<file path="src/rtl/wdt_keyed_pkg.sv">
package wdt_keyed_pkg;

    localparam logic [15:0] CNT_KEY = 16'h5A5A;
    localparam logic [23:0] CTL_KEY = 24'hA5A5A5;

    typedef enum logic [1:0] {
        SEL_CNT  = 2'd0,
        SEL_CTLA = 2'd1,
        SEL_CTLB = 2'd2,
        SEL_NONE = 2'd3
    } reg_sel_e;

    // clock cycles per count for each divider code
    function automatic int unsigned div_of(input logic [2:0] code);
        case (code)
            3'd0:    return 1;
            3'd1:    return 4;
            3'd2:    return 16;
            3'd3:    return 32;
            3'd4:    return 64;
            3'd5:    return 128;
            3'd6:    return 1024;
            default: return 4096;
        endcase
    endfunction

endpackage

</file>
<file path="src/rtl/wdt_key_check.sv">
module wdt_key_check
    import wdt_keyed_pkg::*;
#(
    parameter int ADDR_W = 4
) (
    input  logic [ADDR_W-1:0] addr_i,
    input  logic [31:0]       wdata_i,
    input  logic              we_i,
    output reg_sel_e          sel_o,
    output logic              wr_cnt_o,
    output logic              wr_ctla_o,
    output logic              wr_ctlb_o
);

    logic cnt_key_ok;
    logic ctl_key_ok;

    always_comb begin
        if (addr_i == ADDR_W'(0))      sel_o = SEL_CNT;
        else if (addr_i == ADDR_W'(4)) sel_o = SEL_CTLA;
        else if (addr_i == ADDR_W'(8)) sel_o = SEL_CTLB;
        else                           sel_o = SEL_NONE;

        cnt_key_ok = (wdata_i[31:16] == CNT_KEY);
        ctl_key_ok = (wdata_i[31:8] == CTL_KEY);

        wr_cnt_o  = we_i && (sel_o == SEL_CNT)  && cnt_key_ok;
        wr_ctla_o = we_i && (sel_o == SEL_CTLA) && ctl_key_ok;
        wr_ctlb_o = we_i && (sel_o == SEL_CTLB) && ctl_key_ok;
    end

endmodule

</file>
<file path="src/rtl/wdt_tick_gen.sv">
module wdt_tick_gen
    import wdt_keyed_pkg::*;
#(
    parameter int PRE_W = 12
) (
    input  logic       clk_i,
    input  logic       arst_ni,
    input  logic       run_i,
    input  logic       clr_i,
    input  logic [2:0] code_i,
    output logic       tick_o
);

    logic [PRE_W-1:0] pre_d, pre_q;
    logic [PRE_W-1:0] last;

    always_comb begin
        last   = PRE_W'(div_of(code_i) - 1);
        tick_o = run_i && (pre_q >= last);
        pre_d  = pre_q;
        if (clr_i)       pre_d = '0;
        else if (tick_o) pre_d = '0;
        else if (run_i)  pre_d = pre_q + 1'b1;
    end

    always_ff @(posedge clk_i or negedge arst_ni) begin
        if (!arst_ni) pre_q <= '0;
        else          pre_q <= pre_d;
    end

endmodule

</file>
<file path="src/rtl/wdt_keyed.sv">
module wdt_keyed
    import wdt_keyed_pkg::*;
#(
    parameter int ADDR_W    = 4,
    parameter int CNT_W     = 16,
    parameter int PRE_W     = 12,
    parameter int BUSY_LEN  = 3,
    parameter int PULSE_LEN = 16
) (
    input  logic              clk_i,
    input  logic              arst_ni,
    input  logic [ADDR_W-1:0] bus_addr_i,
    input  logic [31:0]       bus_wdata_i,
    input  logic              bus_we_i,
    output logic [31:0]       bus_rdata_o,
    output logic              rst_req_o
);

    localparam int BW = $clog2(BUSY_LEN + 1);
    localparam int PW = $clog2(PULSE_LEN + 1);

    typedef struct packed {
        logic [CNT_W-1:0] cnt;
        logic [CNT_W-1:0] pend;
        logic             en;
        logic             ovf;
        logic [2:0]       code;
        logic [7:0]       ctlb;
        logic [BW-1:0]    busy;
        logic [PW-1:0]    pulse;
    } wdt_state_t;

    wdt_state_t state_d, state_q;

    reg_sel_e sel;
    logic     wr_cnt, wr_ctla, wr_ctlb;
    logic     tick, run, pre_clr, wrap;
    logic     busy_flag;

    wdt_key_check #(.ADDR_W(ADDR_W)) u_keys (
        .addr_i    (bus_addr_i),
        .wdata_i   (bus_wdata_i),
        .we_i      (bus_we_i),
        .sel_o     (sel),
        .wr_cnt_o  (wr_cnt),
        .wr_ctla_o (wr_ctla),
        .wr_ctlb_o (wr_ctlb)
    );

    assign busy_flag = (state_q.busy != '0);
    assign run       = state_q.en && !busy_flag;
    assign pre_clr   = (state_q.busy == BW'(1));

    wdt_tick_gen #(.PRE_W(PRE_W)) u_tick (
        .clk_i   (clk_i),
        .arst_ni (arst_ni),
        .run_i   (run),
        .clr_i   (pre_clr),
        .code_i  (state_q.code),
        .tick_o  (tick)
    );

    always_comb begin
        state_d = state_q;
        wrap    = 1'b0;

        if (state_q.pulse != '0) state_d.pulse = state_q.pulse - 1'b1;

        if (busy_flag) begin
            state_d.busy = state_q.busy - 1'b1;
            if (pre_clr) state_d.cnt = state_q.pend;
        end else if (tick) begin
            state_d.cnt = state_q.cnt + 1'b1;
            wrap        = (state_q.cnt == '1);
        end

        if (wr_cnt) begin
            state_d.pend = bus_wdata_i[CNT_W-1:0];
            state_d.busy = BW'(BUSY_LEN);
        end
        if (wr_ctla) begin
            state_d.en   = bus_wdata_i[7];
            state_d.code = bus_wdata_i[2:0];
            state_d.ovf  = state_q.ovf & bus_wdata_i[4];
        end
        if (wr_ctlb) state_d.ctlb = bus_wdata_i[7:0];

        if (wrap) begin
            state_d.ovf   = 1'b1;
            state_d.pulse = PW'(PULSE_LEN);
        end
    end

    always_ff @(posedge clk_i or negedge arst_ni) begin
        if (!arst_ni) state_q <= '0;
        else          state_q <= state_d;
    end

    always_comb begin
        bus_rdata_o = '0;
        case (sel)
            SEL_CNT:  bus_rdata_o[CNT_W-1:0] = state_q.cnt;
            SEL_CTLA: bus_rdata_o[7:0] = {state_q.en, 1'b0, busy_flag, state_q.ovf,
                                          1'b0, state_q.code};
            SEL_CTLB: bus_rdata_o[7:0] = state_q.ctlb;
            default:  bus_rdata_o = '0;
        endcase
    end

    assign rst_req_o = (state_q.pulse != '0);

endmodule

</file>
<file path="config.mk">
export PLATFORM = sky130hd
export DESIGN_NAME = wdt_keyed
export DESIGN_NICKNAME = d
export VERILOG_FILES = /design/src/rtl/wdt_keyed_pkg.sv /design/src/rtl/wdt_key_check.sv /design/src/rtl/wdt_tick_gen.sv /design/src/rtl/wdt_keyed.sv
export SDC_FILE = /design/constraint.sdc
export NUM_CORES = 1
export LEC_CHECK = 0
export BUFFER_PORTS_ARGS = -buffer_cell sky130_fd_sc_hd__buf_2
export CORE_MARGIN = 2
export CORE_UTILIZATION = 30
export CTS_CLUSTER_SIZE = 10
export DETAILED_ROUTE_END_ITERATION = 7
export GPL_TIMING_DRIVEN = 0
export PLACE_DENSITY = 0.47
export RECOVER_POWER = 25
export SYNTH_ARGS = -nofsm -noshare
export SYNTH_HDL_FRONTEND = slang
export SYNTH_HIERARCHICAL = 1
export SYNTH_SLANG_ARGS = --single-unit
export TNS_END_PERCENT = 10
</file>
<file path="constraint.sdc">
create_clock -name clk_i -period 4 [get_ports clk_i]
set_input_delay 0.8 -clock clk_i [delete_from_list [all_inputs] [get_ports clk_i]]
set_output_delay 0.8 -clock clk_i [all_outputs]
set_load 0.05 [all_outputs]
</file>
Yosys cells after proc, flatten, opt, wreduce, memory -nomap -nowiden
Cells that the tools add are included.

Flip-flop bits (word level): 64. Logic and storage cells: 71.

Reductions and logical operators: 20. Bitwise logic cells: 1. Equality and inequality tests: 15. $lt $le $gt $ge: 1. Multiplexer cells: 20. Add/sub/neg operators: 5.

Operators by type and width (number): case mux 11 bit (7 select lines) (1); 2-to-1 mux 16 bit (3); 2-to-1 mux 12 bit (3); == test 24 bit (second input constant) (1); case mux 8 bit (3 select lines) (1); adder 16 x 1 -> 16 bit (second input constant) (1); == test 16 x 15 -> 1 bit (second input constant) (1); == test 16 bit (second input constant) (1); adder 12 x 1 -> 12 bit (second input constant) (1); greater-or-equal comparator 12 bit (1); subtractor 12 x 1 -> 12 bit (second input constant) (1); 2-to-1 mux 5 bit (2); nonzero test 2 bit (5); == test 3 bit (second input constant) (3); logical AND 1 bit (8); 2-to-1 mux 2 bit (4); 2-to-1 mux 8 bit (1); == test 3 x 2 -> 1 bit (second input constant) (2); nonzero test 5 bit (1); subtractor 5 x 1 -> 5 bit (second input constant) (1); == test 2 x 1 -> 1 bit (second input constant) (2); == test 4 x 3 -> 1 bit (second input constant) (1); == test 4 bit (second input constant) (1); logical NOT 4 bit (1); other kinds (12) (15).

Logic depth before layout (Yosys ltp)
Depth in word-level cells: 9. Mapped depth: 18.

Cells and area by module
Netlist, hierarchy kept.

Modules (own cells, without submodules): wdt_keyed (cells an instance 261, seq. area each 1301.2 um^2, instances 1, area an instance 2710.1 um^2); wdt_tick_gen (cells an instance 131, seq. area each 300.3 um^2, instances 1, area an instance 1103.6 um^2); wdt_key_check (cells an instance 22, seq. area each 0.0 um^2, instances 1, area an instance 200.2 um^2).

Worst setup path before layout
Ideal clock, no wire load.

Path kind: flip-flop to flip-flop. Start point: reg state_q[17] (netlist bit). End point: reg state_q[3] (netlist bit). Cell stages (with the launch flop): 18. Setup slack: 242 ps. Path buffers: 3. Data arrival time: 3610 ps. Library setup time: 148 ps. Clock period less this slack: 3758 ps. Cell sequence: dfrtp_1 -> or3_1 -> ha_1 -> nor3b_1 -> a21oi_1 -> a2bb2oi_1 -> ha_1 -> nand4_1 -> nor3_1 -> o31ai_2 -> buf_2 -> a21oi_1 -> buf_4 -> nand3_1 -> nor3_1 -> and3_1 -> buf_2 -> nor3_1.

Word-level cells in the longest chain between the ends: 8.

Ends and longest elaborated chain: start, declared (RTL line wdt_keyed.sv:33) `wdt_state_t state_d, state_q;`; start signal, assigned (RTL line wdt_keyed.sv:96) `else state_q <= state_d;`; == test 3 bit, or another cell as far along (RTL line wdt_keyed_pkg.sv:15) `case (code)`; case mux 11 bit (7 select lines) (*) (RTL line wdt_keyed_pkg.sv:15); subtractor 12 x 1 -> 12 bit (*) (RTL line wdt_tick_gen.sv:18) `last = PRE_W'(div_of(code_i) - 1);`; greater-or-equal comparator 12 bit (*) (RTL line wdt_tick_gen.sv:19) `tick_o = run_i && (pre_q >= last);`; logical AND 1 bit (*) (RTL line wdt_tick_gen.sv:19); named net tick (RTL line wdt_keyed.sv:37) `logic tick, run, pre_clr, wrap;`; 2-to-1 mux 1 bit (*) (RTL line wdt_keyed.sv:72) `end else if (tick) begin`; 2-to-1 mux 1 bit (*) (RTL line wdt_keyed.sv:69) `if (busy_flag) begin`; 2-to-1 mux 5 bit / nonzero test 2 bit (equally long branches).

The timed path passes the listed nets; every way through them passes the cells marked *. A chain may end at the register's enable or synchronous reset.

Worst setup path in the final report
Start point: reg state_q[17] (netlist bit). End point: reg state_q[51] (netlist bit).

Word-level cells in the longest chain between the ends: 7.

Ends and longest elaborated chain (RTL line): == test 3 bit, or another cell as far along (wdt_keyed_pkg.sv:15); case mux 11 bit (7 select lines) (*) (wdt_keyed_pkg.sv:15); subtractor 12 x 1 -> 12 bit (*) (wdt_tick_gen.sv:18); greater-or-equal comparator 12 bit (*) (wdt_tick_gen.sv:19); logical AND 1 bit (*) (wdt_tick_gen.sv:19); named net tick (wdt_keyed.sv:37); nonzero test 2 bit (no line) (*); AND reduction 2 bit (no line) (*).

Marked as above.

==> flow_summary.toml <==
[worst_hold_path]
hold_path_end = "state_q[18]"
timing.hold.worst.start = "state_q[18]"
min-delay-path-class = "flop to flop"
hold_depth = 1

[synthesis]
synth_commonest_cells = "sky130_fd_sc_hd__dfrtp_1, sky130_fd_sc_hd__nor2_1, sky130_fd_sc_hd__nand2_1"
synth_cell_type_count = 56
synth_xor_area_frac = 0.00655
combinational_family_with_the_most_area_after_synthesis = "simple AND/OR/NAND/NOR gates"
postSynthAreaPerCell_sq_um = 9.70
synth_fa_ha_area_frac = 0.0561
multiplexer_share_of_the_synthesized_area = 0.107
synth-warning-count = 6
synth-edff-count = 0
synth-compound-area-share = 0.123
synth_top_cells_by_area = "sky130_fd_sc_hd__dfrtp_1, sky130_fd_sc_hd__mux2_2, sky130_fd_sc_hd__ha_1"
syn_inst = 414
ffs_w_async_s_r_synth = 1.00
synth_area_sq_mm = 0.00401
synth_simple_gate_area_frac = 0.246
synth-seq-cells = 64
synthMostInstantiatedCell = "sky130_fd_sc_hd__dfrtp_1"
yosysTopAreaCellShare = 0.399
synth_area_leader_cell = "sky130_fd_sc_hd__dfrtp_1"
ys_dominant_reg_cell = "sky130_fd_sc_hd__dfrtp_1"
yosysSeqAreaShare = 0.399

[detailed_routing]
detail_route.iter0.violations = 219
drt-wirelength-per-cell_um = 15.2
remaining_drcs = 0
vias_per_cell = 4.95
drt_pass1_iterations = 4
drt-total-wl_um = 10300
dr_total_vias = 3360
antenna_left = 0

[power]
p_leak_nw = 2.32
vdd_drop_max_uv = 216
powerDensity_mw_per_mm2 = 409

[grt]
overflow = 0
grt_antenna_before_repair = 0
overall_track_demand_over_capacity_in_global_routing = 0.156
grt_first_pass_wirelength_um = 17300
grt_max_degree = 65
grt_pass1_vias = 3356

[timing]
finalClockSkew_ns = 0.00805
fin_setup_tns_ns = 0
timing.slew.headroom = -0.103
final_max_slew_viol_count = 65
layout_worst_path_cycle_share = 0.943
hold_viol = 0
timing.final.setup_violations = 0
postLayoutSetupSlackWorst_ns = 0.229
tightestPinTransition_ns = 1.65
fin_crit_ns = 3.77
finalHoldWorstSlack_ns = 0.484
fmax_mhz = 265

[placement]
gp_congestion = 0.796
detailedPlace.worstSlack_ns = -0.572
dp_hpwl_um = 7680
port_buffer_count = 55

[floorplan]
initial_core_util = 0.306
chipWidth_um = 120
fp.dieArea_sq_mm = 0.0143
rows = 42
core_area_sq_mm = 0.0131
dieHeight_um = 120
io-pin-count = 72

[cts]
tritoncts = "built"
cts-htree-levels = 3
clock_latency_ns = 0.34
buffer_levels_on_the_longest_clock_path = 2
numCtsBuffers = 9
library_cell_used_as_clock_root_buffer = "sky130_fd_sc_hd__clkbuf_16"
cts.hold.buffers_added = 0
cts.reportedPaths.clkPinSlew_ns = 0.06
clock_sinks = 64

[worst_setup_path]
required_ns = 4.26
r2r_cells = 16
r2r-start = "state_q[17]"
kind_of_end_point_of_the_critical_path = "flop"
reg2reg_slack_ns = 0.23
worstPathArrival_ns = 4.03
setup.worst_path.start_class = "flop"
worstSetupPathType = "flop to flop"
critical_path_peak_fanout = 10
reg_to_reg_endpoint = "state_q[51]"

[run_status]
failed_checks = "capacitance limit, slew limit"
result_of_the_run = "finished with violations"

[cells_and_area]
insertedDiodeCount = 0
multi_input_comb_area_sq_mm = 0.00229
num-nets-final = 555
ratio_of_cells_with_drive_above_1_in_the_final_layout = 0.296
area.growth.synth_to_final_pct = 23.3
layout.filler_cells = 1362
layout.area.seq_sq_mm = 0.00160

[flow_run]
drv.max_cap_violation_count = 1
[registers in the layout, indices dropped and copies added, names as in the netlist]
register and flops:
state_q 52, u_tick/pre_q 12
[per-layer routing]
layer	track usage	part of all wire	vias up
li1	-	-	1655
met1	0.205	0.46	1599
met2	0.248	0.48	86
met3	0.0295	0.041	20
met4	0.0743	0.025	0
met5	0	0	-
[worst max path at each step]
| stage | to | start |
|---|---|---|
| 2_1_floorplan | state_q[3] | state_q[17] |
| 3_3_place_gp | state_q[3] | state_q[17] |
| 3_5_place_dp | state_q[3] | state_q[17] |
| 4_1_cts | state_q[51] | state_q[17] |
| 5_1_grt | state_q[51] | state_q[17] |
| 6_report | state_q[51] | state_q[17] |
[what timing repair did]
item | in CTS | in global routing
gates cloned | 0 | 0
setup buffers | 1 | 3
gates resized for setup | 6 | 10
endpoints found under the setup margin | 13 | 15
pin swaps | 2 | 2
[layout by cell type, fill, tap and decap left out, types with 3 or more instances in the layout]
master                        n
sky130_fd_sc_hd__a211oi_1     7
sky130_fd_sc_hd__a21o_1       5
sky130_fd_sc_hd__a21oi_1     10
sky130_fd_sc_hd__a311oi_1     3
sky130_fd_sc_hd__a31oi_1      5
sky130_fd_sc_hd__and2_1       9
sky130_fd_sc_hd__and3_1       3
sky130_fd_sc_hd__and4bb_1     7
sky130_fd_sc_hd__buf_2       56
sky130_fd_sc_hd__buf_4       21
sky130_fd_sc_hd__clkbuf_1     8
sky130_fd_sc_hd__clkbuf_16    9
sky130_fd_sc_hd__clkinvlp_4   3
sky130_fd_sc_hd__conb_1      16
sky130_fd_sc_hd__dfrtp_1     62
sky130_fd_sc_hd__ha_1        17
sky130_fd_sc_hd__inv_1       16
sky130_fd_sc_hd__mux2_2      30
sky130_fd_sc_hd__mux2i_1      9
sky130_fd_sc_hd__nand2_1     34
sky130_fd_sc_hd__nand2b_1     9
sky130_fd_sc_hd__nand3_1     12
sky130_fd_sc_hd__nand4_1     16
sky130_fd_sc_hd__nor2_1      35
sky130_fd_sc_hd__nor2b_1      8
sky130_fd_sc_hd__nor3_1      15
sky130_fd_sc_hd__nor4_1       4
sky130_fd_sc_hd__o211ai_1     5
sky130_fd_sc_hd__o21ai_0     13
sky130_fd_sc_hd__o32ai_1      3
sky130_fd_sc_hd__or3_1        3
[logic make-up (layout without fill, tap and decap cells)]
family                     after synthesis  count (layout)
muxes                                   39              39
and+or+nand+nor                        173             173
AOI/OAI and AO/OA                       69              69
buffers and inverters                   47             121
other                                    1              16
DFF                                     64              64
adders and majority gates               18              18
xor gates and xnor gates                 3               3
[metrics by stage]
stage | total power, mW | cells | util | cell area, sq um
6_report | 2.03 | 679 | 0.377 | 4950
2_1_floorplan | 1.14 | 429 | - | 4070
5_1_grt | 2.16 | 679 | 0.377 | 4950
4_1_cts | 2.06 | 676 | 0.372 | 4880
3_5_place_dp | 1.30 | 660 | 0.348 | 4570
3_3_place_gp | 1.29 | 660 | 0.348 | 4570
[worst max-delay path, cell delays in order (launching register included)]
cell	delay, ns
sky130_fd_sc_hd__dfrtp_2	0.45
sky130_fd_sc_hd__or3_4	0.41
sky130_fd_sc_hd__ha_2	0.23
sky130_fd_sc_hd__nor3b_2	0.16
sky130_fd_sc_hd__a21oi_1	0.06
sky130_fd_sc_hd__a2bb2oi_1	0.14
sky130_fd_sc_hd__ha_1	0.32
sky130_fd_sc_hd__a21oi_1	0.08
sky130_fd_sc_hd__o21bai_1	0.24
sky130_fd_sc_hd__a211oi_4	0.09
sky130_fd_sc_hd__buf_4	0.20
sky130_fd_sc_hd__a21oi_4	0.14
sky130_fd_sc_hd__buf_6	0.16
sky130_fd_sc_hd__nand3_2	0.12
sky130_fd_sc_hd__or3_4	0.37
sky130_fd_sc_hd__or3_1	0.36
sky130_fd_sc_hd__a31oi_1	0.16
[power by group]
part | internal [mW] | switching [mW] | total [mW]
clock | 0.436 | 0.307 | 0.744
combinational | 0.188 | 0.304 | 0.492
sequential | 0.715 | 0.0757 | 0.790
[final cells by class]
cell class / count / area share
clock inverter: 6 / 0.00910
multi-input combinational: 318 / 0.462
tap: 176 / 0.0445
buffer: 29 / 0.0369
clock buffer: 10 / 0.0483
inverter: 17 / 0.0129
timing repair buffer: 59 / 0.0617
sequential: 64 / 0.324
Note: power is estimated with default switching activity, not from simulation.
